<file path="src/rtl/bpd_pkg.sv">
package bpd_pkg;
  // Select-field width for a given port count, never below one bit.
  function automatic int unsigned sel_width(input int unsigned n);
    int unsigned w;
    w = 1;
    while ((1 << w) < n) w++;
    return w;
  endfunction
endpackage

</file>
<file path="src/rtl/bpd_req_decode.sv">
module bpd_req_decode #(
  parameter int LANES = 4,
  parameter int SEL_W = 2
) (
  input  logic [LANES-1:0]       lane_valid,
  input  logic [LANES*SEL_W-1:0] lane_port,
  output logic [LANES*LANES-1:0] req_by_port  // bit p*LANES+l: lane l wants port p
);
  always_comb begin
    req_by_port = '0;
    for (int l = 0; l < LANES; l++) begin
      for (int p = 0; p < LANES; p++) begin
        if (lane_valid[l] && (lane_port[l*SEL_W +: SEL_W] == SEL_W'(p)))
          req_by_port[p*LANES + l] = 1'b1;
      end
    end
  end
endmodule

</file>
<file path="src/rtl/bpd_port_arb.sv">
module bpd_port_arb #(
  parameter int LANES = 4
) (
  input  logic [LANES-1:0] req,
  output logic [LANES-1:0] grant,
  output logic             busy
);
  // Isolate the lowest set request bit: lowest lane has priority.
  assign grant = req & (~req + LANES'(1));
  assign busy  = |req;
endmodule

</file>
<file path="src/rtl/bpd_out_reg.sv">
module bpd_out_reg #(
  parameter int LANES     = 4,
  parameter int PAYLOAD_W = 8
) (
  input  logic                         clk,
  input  logic                         rst,
  input  logic [LANES-1:0]             d_valid,
  input  logic [LANES*PAYLOAD_W-1:0]   d_data,
  input  logic [LANES-1:0]             d_reject,
  output logic [LANES-1:0]             q_valid,
  output logic [LANES*PAYLOAD_W-1:0]   q_data,
  output logic [LANES-1:0]             q_reject
);
  always_ff @(posedge clk) begin
    if (rst) begin
      q_valid  <= '0;
      q_data   <= '0;
      q_reject <= '0;
    end else begin
      q_valid  <= d_valid;
      q_data   <= d_data;
      q_reject <= d_reject;
    end
  end
endmodule

</file>
<file path="src/rtl/bundle_port_demux.sv">
module bundle_port_demux
  import bpd_pkg::*;
#(
  parameter int LANES     = 4,
  parameter int PAYLOAD_W = 8,
  localparam int SEL_W    = sel_width(LANES)
) (
  input  logic                       clk,
  input  logic                       rst,
  input  logic [LANES-1:0]           in_valid,
  input  logic [LANES*SEL_W-1:0]     in_port,
  input  logic [LANES*PAYLOAD_W-1:0] in_data,
  output logic [LANES-1:0]           out_valid,
  output logic [LANES*PAYLOAD_W-1:0] out_data,
  output logic [LANES-1:0]           lane_reject
);
  localparam int REQ_BITS = LANES * LANES;

  logic [REQ_BITS-1:0]        req_by_port;
  logic [REQ_BITS-1:0]        grant_by_port;
  logic [LANES-1:0]           port_busy;
  logic [LANES*PAYLOAD_W-1:0] port_data;
  logic [LANES-1:0]           lane_won;
  logic [LANES-1:0]           lane_lost;

  bpd_req_decode #(.LANES(LANES), .SEL_W(SEL_W)) u_decode (
    .lane_valid  (in_valid),
    .lane_port   (in_port),
    .req_by_port (req_by_port)
  );

  for (genvar p = 0; p < LANES; p++) begin : g_port
    bpd_port_arb #(.LANES(LANES)) u_arb (
      .req   (req_by_port[p*LANES +: LANES]),
      .grant (grant_by_port[p*LANES +: LANES]),
      .busy  (port_busy[p])
    );
  end

  // One-hot grant per port selects that port's payload; zero when idle.
  always_comb begin
    port_data = '0;
    lane_won  = '0;
    for (int p = 0; p < LANES; p++) begin
      for (int l = 0; l < LANES; l++) begin
        if (grant_by_port[p*LANES + l]) begin
          port_data[p*PAYLOAD_W +: PAYLOAD_W] =
            port_data[p*PAYLOAD_W +: PAYLOAD_W] | in_data[l*PAYLOAD_W +: PAYLOAD_W];
          lane_won[l] = 1'b1;
        end
      end
    end
  end

  assign lane_lost = in_valid & ~lane_won;

  bpd_out_reg #(.LANES(LANES), .PAYLOAD_W(PAYLOAD_W)) u_out (
    .clk      (clk),
    .rst      (rst),
    .d_valid  (port_busy),
    .d_data   (port_data),
    .d_reject (lane_lost),
    .q_valid  (out_valid),
    .q_data   (out_data),
    .q_reject (lane_reject)
  );
endmodule

</file>
<file path="config.mk">
export PLATFORM = sky130hd
export DESIGN_NAME = bundle_port_demux
export DESIGN_NICKNAME = d
export VERILOG_FILES = /design/src/rtl/bpd_pkg.sv /design/src/rtl/bpd_req_decode.sv /design/src/rtl/bpd_port_arb.sv /design/src/rtl/bpd_out_reg.sv /design/src/rtl/bundle_port_demux.sv
export SDC_FILE = /design/constraint.sdc
export NUM_CORES = 1
export LEC_CHECK = 0
export BUFFER_PORTS_ARGS = -buffer_cell sky130_fd_sc_hd__buf_4
export CAP_MARGIN = 15
export CORE_ASPECT_RATIO = 1.1
export CORE_MARGIN = 10
export CORE_UTILIZATION = 50
export DETAILED_ROUTE_END_ITERATION = 16
export GPL_TIMING_DRIVEN = 0
export PLACE_DENSITY = 0.86
export SLEW_MARGIN = 20
export SYNTH_ARGS = -nofsm -noshare
export SYNTH_HDL_FRONTEND = slang
export SYNTH_SLANG_ARGS = --single-unit
</file>
<file path="constraint.sdc">
create_clock -name clk -period 2.1 [get_ports clk]
set_input_delay 0.21 -clock clk [delete_from_list [all_inputs] [get_ports clk]]
set_output_delay 0.21 -clock clk [all_outputs]
set_load 0.05 [all_outputs]
</file>
### Word level (Yosys, flattened, before mapping)

Index checks and enable logic that the tools add are counted.

* $add $sub $neg: 4
* eq/ne operators: 12
* muxes and demuxes: 48
* bitwise gates (word level): 22
* reductions and logical operators: 24

Operators with widths (number)
* two-way mux 8 bit: 16
* bitwise OR 8 bit: 12
* two-way mux 1 bit: 32
* bitwise AND 4 bit: 5
* NOT 4 bit: 5
* adder 4 x 1 -> 4 bit, second input constant: 4
* == test 2 bit, second input constant: 8
* logical AND 1 bit: 16
* OR reduction 4 bit: 4
* == test 2 x 1 -> 1 bit, second input constant: 4
* zero test 2 bit: 4

* register bits after elaboration: 40
* output and inout bits: 40

### Depth between registers and ports, before layout

* depth in word-level cells: 13
* mapped depth: 6
* mapped depth without buffers: 3

### Modules after synthesis

A second synthesis with hierarchy kept.

* cell total of the unflattened synthesis: 240
* area total of the unflattened synthesis: 2257.2 um^2

By module, submodules not included
* bpd_out_reg: times used 1, cells each 84, area each 1156.1 um^2
* bundle_port_demux: times used 1, cells each 120, area each 790.8 um^2
* bpd_port_arb: times used 4, cells each 5, area each 40.0 um^2
* bpd_req_decode: times used 1, cells each 16, area each 150.1 um^2

### Least setup slack after synthesis

Ideal clock, no wire load.

* path type: input port to flip-flop
* from: in in_valid[0]
* to: reg u_out.q_reject[3]
* setup time: 117 ps
* arrival: 1439 ps
* path slack: 545 ps
* stages on the path: 6
* cells stage by stage: buf_6 > and3_4 > buf_6 > or4_1 > buf_2 > and4b_1

* cells in the longest elaborated chain, start to end: 11

Ends and longest elaborated chain
* start, declared: line bundle_port_demux.sv:10 `input logic [LANES-1:0] in_valid,`
* logical AND 1 bit: line bpd_req_decode.sv:13 `if (lane_valid[l] && (lane_port[l*SEL_W +: SEL_W] == SEL_W'(p)))`
* two-way mux 1 bit: line bpd_req_decode.sv:13
* NOT 4 bit: line bpd_port_arb.sv:9 `assign grant = req & (~req + LANES'(1));`
* adder 4 x 1 -> 4 bit: line bpd_port_arb.sv:9
* bitwise AND 4 bit: line bpd_port_arb.sv:9
* two-way mux 1 bit (3 in a row): line bundle_port_demux.sv:46 `if (grant_by_port[p*LANES + l]) begin`
* two-way mux 1 bit (*): line bundle_port_demux.sv:46
* NOT 4 bit (*): line bundle_port_demux.sv:55 `assign lane_lost = in_valid & ~lane_won;`
* bitwise AND 4 bit (*): line bundle_port_demux.sv:55
* end signal, assigned: line bpd_out_reg.sv:22 `q_reject <= d_reject;`
* end, declared: line bpd_out_reg.sv:12 `output logic [LANES-1:0] q_reject`

Mark *: on every way between the ends. The rest lies on a longest branch, timed or not.
A chain may end at the register's enable or synchronous reset.

### Worst setup path in the final report

* from: in in_valid[1]
* to: reg u_out.q_data[24]

* cells in the longest elaborated chain, start to end: 10

Ends and longest elaborated chain
* logical AND 1 bit (*): line bpd_req_decode.sv:13
* two-way mux 1 bit (*): line bpd_req_decode.sv:13
* NOT 4 bit: line bpd_port_arb.sv:9
* adder 4 x 1 -> 4 bit: line bpd_port_arb.sv:9
* bitwise AND 4 bit (*): line bpd_port_arb.sv:9
* two-way mux 8 bit: line bundle_port_demux.sv:46
* bitwise OR 8 bit: line bundle_port_demux.sv:48 `port_data[p*PAYLOAD_W +: PAYLOAD_W] | in_data[l*PAYLOAD_W +: PAYLOAD_W];`
* two-way mux 8 bit: line bundle_port_demux.sv:46
* bitwise OR 8 bit: line bundle_port_demux.sv:48
* two-way mux 8 bit (*): line bundle_port_demux.sv:46
* end signal, assigned: line bpd_out_reg.sv:21 `q_data <= d_data;`
* end, declared: line bpd_out_reg.sv:11 `output logic [LANES*PAYLOAD_W-1:0] q_data,`

Marked as above.

==> impl_metrics.json <==
{
  "post_cts_buffers": 0,
  "dp_slack_ps": 175,
  "io_buffers": 83,
  "cts_resized": 0,
  "fin_setup_tns_ps": 0,
  "hold_class": "input port to flop",
  "cell_internal_pwr_w": 0.00126,
  "rsz0062_at_grt": "no",
  "cp.required_ps": 2260,
  "ctsHoldBuffers": 0,
  "route.met3.wl_um": 997,
  "slowest_stage": "a311oi_1",
  "ys_seq_elements": 40,
  "vias_per_cell": 6.81,
  "fin_ws_ps": 410,
  "syn_nets": 310,
  "drtIter0Drc": 393,
  "highest_layer": "met4",
  "layout_common_cells": "83 x buf_4, 40 x dfxtp_1, 33 x a311oi_1",
  "antenna_found_initial": 0,
  "power_density_nw_per_um2": 612,
  "post-route-period-util_pct": 80.5,
  "switchingPower_w": 0.000685,
  "synth_edf_count": 0,
  "drt-pass1-iter-count": 5,
  "rows": 26,
  "clockPowerShare_pct": 25.8,
  "cts_tree": "built",
  "cp_top_family": "buffers and inverters",
  "drt-met1-wl_um": 3530,
  "drc": 0,
  "cts_buffer_depth": 2,
  "finalWirelength_um": 9200,
  "syn_area_um2": 2410,
  "cp-end-kind": "flop",
  "cts_buffers": 5,
  "setup_viol": 0,
  "cts_root_buffer": "clkbuf_8",
  "grt_pass1_wl_um": 14100,
  "synthCells": 264,
  "grt_max_degree": 12,
  "antennaDiodeCount": 0,
  "combPwrFrac_pct": 32.1,
  "final_area_um2": 3180,
  "slew_headroom_pct": 56.7,
  "drive_above_1_share_pct": 29.9,
  "yosysWarnings": 0,
  "tightest_slew_ps": 649,
  "fin_crit_ps": 1690,
  "syn_area_per_cell_um2": 9.11,
  "ys_seq_area_share_pct": 33.3,
  "clk_pin_slew_ps": 80,
  "cap_viol_max_count": 0,
  "fp.dieH_um": 92.8,
  "worst-setup-path-type": "input port to flop",
  "status": "completed",
  "fp.dieW_um": 86.1,
  "htreeDepth": 2,
  "slew_violations": 0,
  "wl_met2_um": 4280,
  "ys_async_sr_fraction_pct": 0,
  "hold_violations": 0,
  "dpl.hpwl_um": 6360,
  "wire_per_inst_um": 22.4,
  "cp_cell_sequence": "buf_4, clkbuf_1, buf_2, nand3_1, a311oi_1, o32ai_1",
  "area_growth_pct": 32.0,
  "cts_sinks": 40,
  "grt_use_total_pct": 21.9,
  "dieArea_um2": 7990,
  "nets": 400,
  "fin_total_pwr_w": 0.00194,
  "ys.flop_type": "dfxtp_1",
  "grt_overflow": 0,
  "crit_arrival_ps": 1850,
  "slowest_delay_ps": 460,
  "placed_cell_area_um2": 3100,
  "switching_share_pct": 35.3,
  "pin_count": 86,
  "postRouteAntennaNets": 0,
  "core_area_um2": 4650,
  "power_frac_seq_pct": 42.1,
  "max_freq_mhz": 592,
  "vdd_drop_max_v": 0.000295,
  "grt_pass1_vias": 2723,
  "start_util_pct": 51.7,
  "place.gp.congestion": 0.986,
  "path_max_fanout": 10,
  "vias": 2791,
  "crit_path_start_kind": "input port",
  "final_common_cell": "buf_4",
  "p_leak_nw": 1.32,
  "fillers": 380,
  "path_buf_inv": 3,
  "synth_cell_type_count": 32
}
## synth_stat cells, drive strengths merged (4+ instances only)
cell type	count	share of area [%]
nand2b	9	2.3
and3b	5	1.8
nor3	4	0.83
dfxtp	40	33
clkbuf	20	3.1
nor4bb	8	3.3
a311oi	33	12
and4	9	3.3
buf	15	4.9
o32ai	32	12
nand3b	6	1.9
and4b	17	7.1
nor2	32	5.0
nand3	6	1.2
## kinds of logic after synthesis
logic type,after synthesis,share of synthesized area [%]
compound gates,73,26.1
buf+inv,38,8.53
simple gates,112,32.0
flops,40,33.3
other cells,1,0.156
## per-stage QoR
| stage | hold WS [ps] | util, % | std cells |
|---|---|---|---|
| after detailed placement | 525 | 66.6 | 403 |
| after floorplan | 372 | - | 264 |
| after global routing | 232 | 68.3 | 410 |
| final | 214 | 68.3 | 410 |
| after global placement | 527 | 66.6 | 403 |
| after CTS | 222 | 68.3 | 410 |
## final timing paths
| check | startpoint | endpoint | slack (ps) | cells after the start |
|---|---|---|---|---|
| worst max-delay path | in_valid[1] | u_out.q_data[24] | 410 | 6 |
| worst min-delay path | in_valid[0] | u_out.q_reject[1] | 210 | 3 |
## state kept, by name, indices dropped and copies added (netlist names)
register / count
u_out.q_data: 32
u_out.q_reject: 4
u_out.q_valid: 4
## power groups by stage
stage | Clock [W] | Combinational, W | Sequential, W
2_1_floorplan | 0 | 0.000207 | 0.00101
6_report | 0.000501 | 0.000623 | 0.000818
5_1_grt | 0.000520 | 0.000655 | 0.000823
4_1_cts | 0.000495 | 0.000615 | 0.000819
3_3_place_gp | 0 | 0.000609 | 0.000836
3_5_place_dp | 0 | 0.000612 | 0.000837
## metal layers
metal,vias up,global-route usage [%]
met1,1286,26.1
met5,-,0
met3,37,5.08
met2,209,35.0
met4,0,12.5
li1,1259,-
## cell type report
| cell class | count | area [um^2] | area share [%] |
|---|---|---|---|
| tap | 56 | 70.1 | 2.21 |
| clock inverter | 1 | 5.00 | 0.158 |
| timing repair buffer | 83 | 623 | 19.6 |
| clock buffer | 6 | 72.6 | 2.28 |
| inverter | 3 | 11.3 | 0.354 |
| multi-input combinational | 186 | 1400 | 44.1 |
| buffer | 35 | 194 | 6.10 |
| sequential | 40 | 801 | 25.2 |
## worst min-delay path, delay by kind of cell
family | cells | cell delay (ps)
AOI/OAI and AO/OA | 2 | 140
buffers and inverters | 1 | 110
Note: power is estimated with default switching activity, not from simulation.
